--- src/rtl/rcu_pkg.sv ---
package rcu_pkg;

    typedef enum logic [1:0] {
        ST_RUN   = 2'd0,
        ST_DRIVE = 2'd1,
        ST_WAIT  = 2'd2,
        ST_HOLD  = 2'd3
    } rcu_state_e;

    localparam logic [1:0] VEC_EXT  = 2'b00;
    localparam logic [1:0] VEC_WDOG = 2'b01;
    localparam logic [1:0] VEC_CMON = 2'b10;

    typedef struct packed {
        rcu_state_e state;
        logic [1:0] cause;
        logic [1:0] vec;
    } rcu_ctl_t;

endpackage

--- src/rtl/rcu_sync.sv ---
module rcu_sync #(
    parameter int STAGES = 2
) (
    input  logic clk,
    input  logic arst_n,
    input  logic async_in,
    output logic sync_out
);
    logic [STAGES-1:0] chain_d, chain_q;

    generate
        if (STAGES == 1) begin : g_single
            always_comb chain_d = async_in;
        end else begin : g_multi
            always_comb chain_d = {chain_q[STAGES-2:0], async_in};
        end
    endgenerate

    // Resets to "line low" so the block waits for the line after power-up
    always_ff @(posedge clk or negedge arst_n) begin
        if (!arst_n) chain_q <= '0;
        else         chain_q <= chain_d;
    end

    assign sync_out = chain_q[STAGES-1];
endmodule

--- src/rtl/rcu_timer.sv ---
module rcu_timer #(
    parameter int CW = 5
) (
    input  logic          clk,
    input  logic          arst_n,
    input  logic          load,
    input  logic [CW-1:0] load_val,
    output logic          done
);
    logic [CW-1:0] cnt_d, cnt_q;

    always_comb begin
        cnt_d = cnt_q;
        if (load)              cnt_d = load_val;
        else if (cnt_q != '0)  cnt_d = cnt_q - 1'b1;
    end

    always_ff @(posedge clk or negedge arst_n) begin
        if (!arst_n) cnt_q <= '0;
        else         cnt_q <= cnt_d;
    end

    assign done = (cnt_q == '0);
endmodule

--- src/rtl/rcu_cause.sv ---
module rcu_cause
    import rcu_pkg::*;
(
    input  logic       wdog_fault,
    input  logic       cmon_fault,
    output logic       fault_any,
    output logic [1:0] fault_code
);
    always_comb begin
        fault_any  = wdog_fault | cmon_fault;
        fault_code = VEC_EXT;
        if (cmon_fault)      fault_code = VEC_CMON;
        else if (wdog_fault) fault_code = VEC_WDOG;
    end
endmodule

--- src/rtl/rcu_fsm.sv ---
module rcu_fsm
    import rcu_pkg::*;
#(
    parameter int DRIVE_CYCLES = 16,
    parameter int SAMPLE_DELAY = 8,
    parameter int CW           = 5
) (
    input  logic          clk,
    input  logic          arst_n,
    input  logic          pin_hi,
    input  logic          fault_any,
    input  logic [1:0]    fault_code,
    input  logic          tmr_done,
    output logic          tmr_load,
    output logic [CW-1:0] tmr_val,
    output logic          pull_low,
    output logic          running,
    output logic [1:0]    vec_sel
);
    localparam logic [CW-1:0] DRIVE_LOAD  = CW'(DRIVE_CYCLES - 1);
    localparam logic [CW-1:0] SAMPLE_LOAD = CW'(SAMPLE_DELAY - 1);

    rcu_ctl_t ctl_d, ctl_q;

    always_comb begin
        ctl_d    = ctl_q;
        tmr_load = 1'b0;
        tmr_val  = '0;
        unique case (ctl_q.state)
            ST_RUN: begin
                if (fault_any) begin
                    ctl_d.state = ST_DRIVE;
                    ctl_d.cause = fault_code;
                    tmr_load    = 1'b1;
                    tmr_val     = DRIVE_LOAD;
                end else if (!pin_hi) begin
                    ctl_d.state = ST_HOLD;
                    ctl_d.vec   = VEC_EXT;
                end
            end
            ST_DRIVE: begin
                if (tmr_done) begin
                    ctl_d.state = ST_WAIT;
                    tmr_load    = 1'b1;
                    tmr_val     = SAMPLE_LOAD;
                end
            end
            ST_WAIT: begin
                if (tmr_done) begin
                    ctl_d.state = ST_HOLD;
                    ctl_d.vec   = pin_hi ? ctl_q.cause : VEC_EXT;
                end
            end
            ST_HOLD: begin
                if (pin_hi) ctl_d.state = ST_RUN;
            end
            default: ctl_d.state = ST_HOLD;
        endcase
    end

    always_ff @(posedge clk or negedge arst_n) begin
        if (!arst_n) begin
            ctl_q.state <= ST_HOLD;
            ctl_q.cause <= VEC_EXT;
            ctl_q.vec   <= VEC_EXT;
        end else begin
            ctl_q <= ctl_d;
        end
    end

    assign pull_low = (ctl_q.state == ST_DRIVE);
    assign running  = (ctl_q.state == ST_RUN);
    assign vec_sel  = ctl_q.vec;
endmodule

--- src/rtl/reset_cause_ctrl.sv ---
module reset_cause_ctrl #(
    parameter int DRIVE_CYCLES = 16,
    parameter int SAMPLE_DELAY = 8,
    parameter int SYNC_STAGES  = 2
) (
    input  logic       clk,
    input  logic       arst_n,
    input  logic       wdog_fault,
    input  logic       cmon_fault,
    input  logic       pin_in,
    output logic       pin_pull_low,
    output logic       sys_rst_n,
    output logic [1:0] vec_sel
);
    localparam int MAXC = (DRIVE_CYCLES > SAMPLE_DELAY) ? DRIVE_CYCLES : SAMPLE_DELAY;
    localparam int CW   = $clog2(MAXC + 1);

    logic          pin_hi;
    logic          fault_any;
    logic [1:0]    fault_code;
    logic          tmr_load;
    logic [CW-1:0] tmr_val;
    logic          tmr_done;
    logic          running;

    rcu_sync #(.STAGES(SYNC_STAGES)) u_sync (
        .clk      (clk),
        .arst_n   (arst_n),
        .async_in (pin_in),
        .sync_out (pin_hi)
    );

    rcu_cause u_cause (
        .wdog_fault (wdog_fault),
        .cmon_fault (cmon_fault),
        .fault_any  (fault_any),
        .fault_code (fault_code)
    );

    rcu_timer #(.CW(CW)) u_timer (
        .clk      (clk),
        .arst_n   (arst_n),
        .load     (tmr_load),
        .load_val (tmr_val),
        .done     (tmr_done)
    );

    rcu_fsm #(
        .DRIVE_CYCLES (DRIVE_CYCLES),
        .SAMPLE_DELAY (SAMPLE_DELAY),
        .CW           (CW)
    ) u_fsm (
        .clk        (clk),
        .arst_n     (arst_n),
        .pin_hi     (pin_hi),
        .fault_any  (fault_any),
        .fault_code (fault_code),
        .tmr_done   (tmr_done),
        .tmr_load   (tmr_load),
        .tmr_val    (tmr_val),
        .pull_low   (pin_pull_low),
        .running    (running),
        .vec_sel    (vec_sel)
    );

    // Entry is combinational on the raw line and arst_n; exit waits for a registered run state
    assign sys_rst_n = arst_n & pin_in & running;
endmodule

--- config.mk ---
export PLATFORM = sky130hd
export DESIGN_NAME = reset_cause_ctrl
export DESIGN_NICKNAME = d
export VERILOG_FILES = /design/src/rtl/rcu_pkg.sv /design/src/rtl/rcu_sync.sv /design/src/rtl/rcu_timer.sv /design/src/rtl/rcu_cause.sv /design/src/rtl/rcu_fsm.sv /design/src/rtl/reset_cause_ctrl.sv
export SDC_FILE = /design/constraint.sdc
export NUM_CORES = 1
export LEC_CHECK = 0
export CAP_MARGIN = 20
export CORE_AREA = 2 2 39 41
export CTS_CLUSTER_DIAMETER = 200
export DETAILED_ROUTE_END_ITERATION = 16
export DIE_AREA = 0 0 41 43
export PLACE_DENSITY_LB_ADDON = 0.08
export SLEW_MARGIN = 20
export SYNTH_ARGS = -nofsm -noshare
export SYNTH_HDL_FRONTEND = slang
export SYNTH_SLANG_ARGS = --single-unit
--- constraint.sdc ---
create_clock -name clk -period 3 [get_ports clk]
set_clock_uncertainty 0.2 [all_clocks]
set_input_delay 0.6 -clock clk [delete_from_list [all_inputs] [get_ports clk]]
set_output_delay 0.6 -clock clk [all_outputs]
set_load 0.005 [all_outputs]
==> results of run 1 <==
## worst reg2reg max path: stages, from the launching register on
cell and delay [ns]:
dfrtp_1 0.40, inv_1 0.08, ha_1 0.20, nor4b_2 0.47, mux2_2 0.40, a22o_1 0.22
## cell usage in the layout (no fill, tap or decap), drive strengths merged
cell type | synthesis | layout
a2111oi | 1 | 1
a21oi | 2 | 2
a221o | 1 | 1
a22o | 3 | 3
and2 | 1 | 1
and3 | 1 | 1
and3b | 2 | 2
buf | 2 | 1
clkbuf | 1 | 4
clkdlybuf4s50 | 0 | 8
dfrtp | 11 | 11
dfstp | 2 | 2
ha | 5 | 5
inv | 5 | 5
mux2 | 3 | 3
mux2i | 3 | 3
nand2 | 3 | 3
nor2 | 3 | 3
nor2b | 1 | 1
nor3 | 4 | 4
nor4b | 1 | 1
o211ai | 1 | 1
o21ai | 4 | 4
o22ai | 1 | 1
o311a | 1 | 1
or2 | 1 | 1
or4b | 1 | 1
xnor2 | 1 | 1
## flip-flops by register name (all words and copies together), names as in the netlist
| register | cells |
|---|---|
| u_timer.cnt_q | 5 |
| u_fsm.vec_sel | 2 |
| u_fsm.ctl_q | 4 |
| u_sync.chain_q | 2 |
## metal layers
layer	share of wire [%]	up-vias	GRT usage, %	wire length (um)
li1	-	252	-	-
met1	47	259	23.0	604
met2	49	9	26.3	628
met3	3.0	2	3.14	38
met4	1.0	0	12.0	13
met5	0	-	0	0
## cell usage after synthesis (all sizes together), types with 3 or more instances
library cell  number
mux2i              3
ha                 5
nand2              3
dfrtp             11
nor2               3
inv                5
a22o               3
o21ai              4
nor3               4
mux2               3
## cell families after synthesis
group                    Yosys count  synth area share [%]
multiplexers                       6                  8.95
buffers and inverters              8                  5.26
AND/OR/NAND/NOR                   18                  16.0
AO/OA/AOI/OAI                     14                  13.9
XOR/XNOR                           1                  1.23
flip-flops                        13                  46.0
adder cells (fa/ha/maj)            5                  8.77
## stage by stage
| step | worst slack [ns] | instances | total power [mW] | hold WS [ns] |
|---|---|---|---|---|
| floorplan | 1.03 | 65 | 0.579 | 0.104 |
| global placement | 0.407 | 87 | 0.667 | 0.132 |
| detailed placement | 0.414 | 87 | 0.678 | 0.136 |
| CTS | 0.304 | 91 | 0.789 | 0.154 |
| global route | 0.195 | 91 | 0.847 | 0.161 |
| finish | 0.315 | 91 | 0.780 | 0.152 |
## where the power goes
group | switching [mW] | internal (mW) | leakage (nW)
logic | 0.176 | 0.192 | 0.205
registers | 0.0530 | 0.251 | 0.153
clock network | 0.0558 | 0.0515 | 0.0150
total | 0.285 | 0.495 | 0.373
## final timing paths
kind / start / to / slack [ns]
setup reg to reg: u_timer.cnt_q[0] / u_fsm.vec_sel[1] / 0.93
max in group asynchronous: arst_n / u_fsm.ctl_q[4] / 1.85
setup / recovery: u_fsm.ctl_q[5] / sys_rst_n / 0.32
hold reg to reg: u_sync.chain_q[0] / u_sync.chain_q[1] / 0.15
hold / removal: u_sync.chain_q[0] / u_sync.chain_q[1] / 0.15
min in group asynchronous: arst_n / u_timer.cnt_q[0] / 0.52
## cell type report
type,instances,area [sq um]
Sequential cell,13,328
Timing Repair Buffer,9,87.6
Fill cell,124,556
Multi-Input combinational cell,44,348
Tap cell,16,20.0
Inverter,5,18.8
Clock buffer,4,26.3
==> results.md, run 1 <==
* Dpl hpwl at 967 um
* Sequential share of the synthesized area at 46.0%
* Worst Path Max Fanout at 13
* Max-slew violation count at 0
* Detailed Route WL at 1280 um
* Post-Syn Nets at 75
* Core Region at 1380 sq um
* # Max-Cap Violations at 0
* Tcrit/Tclk final at 89.5%
* Rel. slew slack at 65.0%
* Ys async rst share at 100%
* Hold Crit Class: flop to flop
* DR vias at 522
* Cell area after layout at 828 sq um
* Total global-route track usage at 17.9%
* Final Hold Fails at 0
* CP cell instances: inv_1, ha_1, and3_1, clkdlybuf4s50_1
* Critical path type: flop to output port
* Clock Tree Buf Depth at 2
* Worst vdd ir at 534 uV
* CTS tree: yes
* Num CTS Buffers at 3
* Pre-antenna DRT Iters at 4
* Share of the synthesized area in the top cell type at 38.6%
* Startpoint types: flop
* Placer's final routability congestion estimate at 0.696
* Syn_area_per_cell at 11.0 sq um
* Path length in cells of the critical path at 4
* Outcome: finished clean
* Flops & latches, synth at 13
* RSZ-0062 raised after global routing: false
* Die X at 41 um
* Post-layout net count at 86
* # DRC at 0
* Number of core rows at 14
* Number of global-route vias before repair at 479
* Min Tclk post-route at 2.68 ns
* Clk slew on worst S/H paths at 0.08 ns
* Post-route ant nets at 0
* Slowest CP cell: clkdlybuf4s50_1
* Synth Flop Type: dfrtp_1
* Number of flops mapped to enable cells by yosys at 0
* Setup crit end kind: output port
* Syn. warnings at 0
* Synthesis-to-layout area growth at 16.1%
* Pin count of the biggest net entering global routing at 14
* Die Ht at 43 um
* Via density per instance at 5.74
* Initial antenna violation count at 0
* Dpl cell area at 802 sq um
* Final setup vio count at 0
* Synth area leaders: dfrtp_1 (39%), ha_1 (8.8%), dfstp_2 (7.4%)
* Share of cells above drive strength 1 at 16.0%
* H-Tree Depth at 1
* Ports at 9
* IO buf count at 8
* Synth cell types at 27
* Die Area at 1760 sq um
* Fin Setup TNS at 0 ns
* GR Overflow Total at 0
* Largest area contributor in the netlist: dfrtp_1
* Crit path largest cell delay at 0.50 ns
* WP buf/inv at 2
* Static Leak at 0.373 nW
* Mapped Area at 713 sq um
* Post_cts resized at 0
* Path depth of the worst reg2reg path at 5
* Hold Path Depth at 0
* Clock Latency Late Sink at 0.27 ns
* Fin util at 59.9%
* Clk Tree Root Cell: clkbuf_4
* Hold_buf cts at 0
* Crit path max-delay family: buffers and inverters
* Mapped Cells at 65
* Fmax at 372 MHz
* CP required at 2.20 ns
* Initial Util at 51.5%
* Post-CTS setup buffers at 0
* First-pass GRT wire length at 2080 um
* Worst-margin pin slew at 0.520 ns
* Wire per inst at 14.1 um
* CP arrival at 1.88 ns
* Initial DRC Count at 4
* Pwr/cell area at 942 nW/um^2
* ANT cells at 0
* CTS sink cnt at 13
Power figures use the tool's default switching activity.
==> run 2: changes to the inputs <==
- SKIP_LAST_GASP: default -> 1
==> results of run 2 <==
The final DEF is identical to that of run 1; final timing and power are the same.
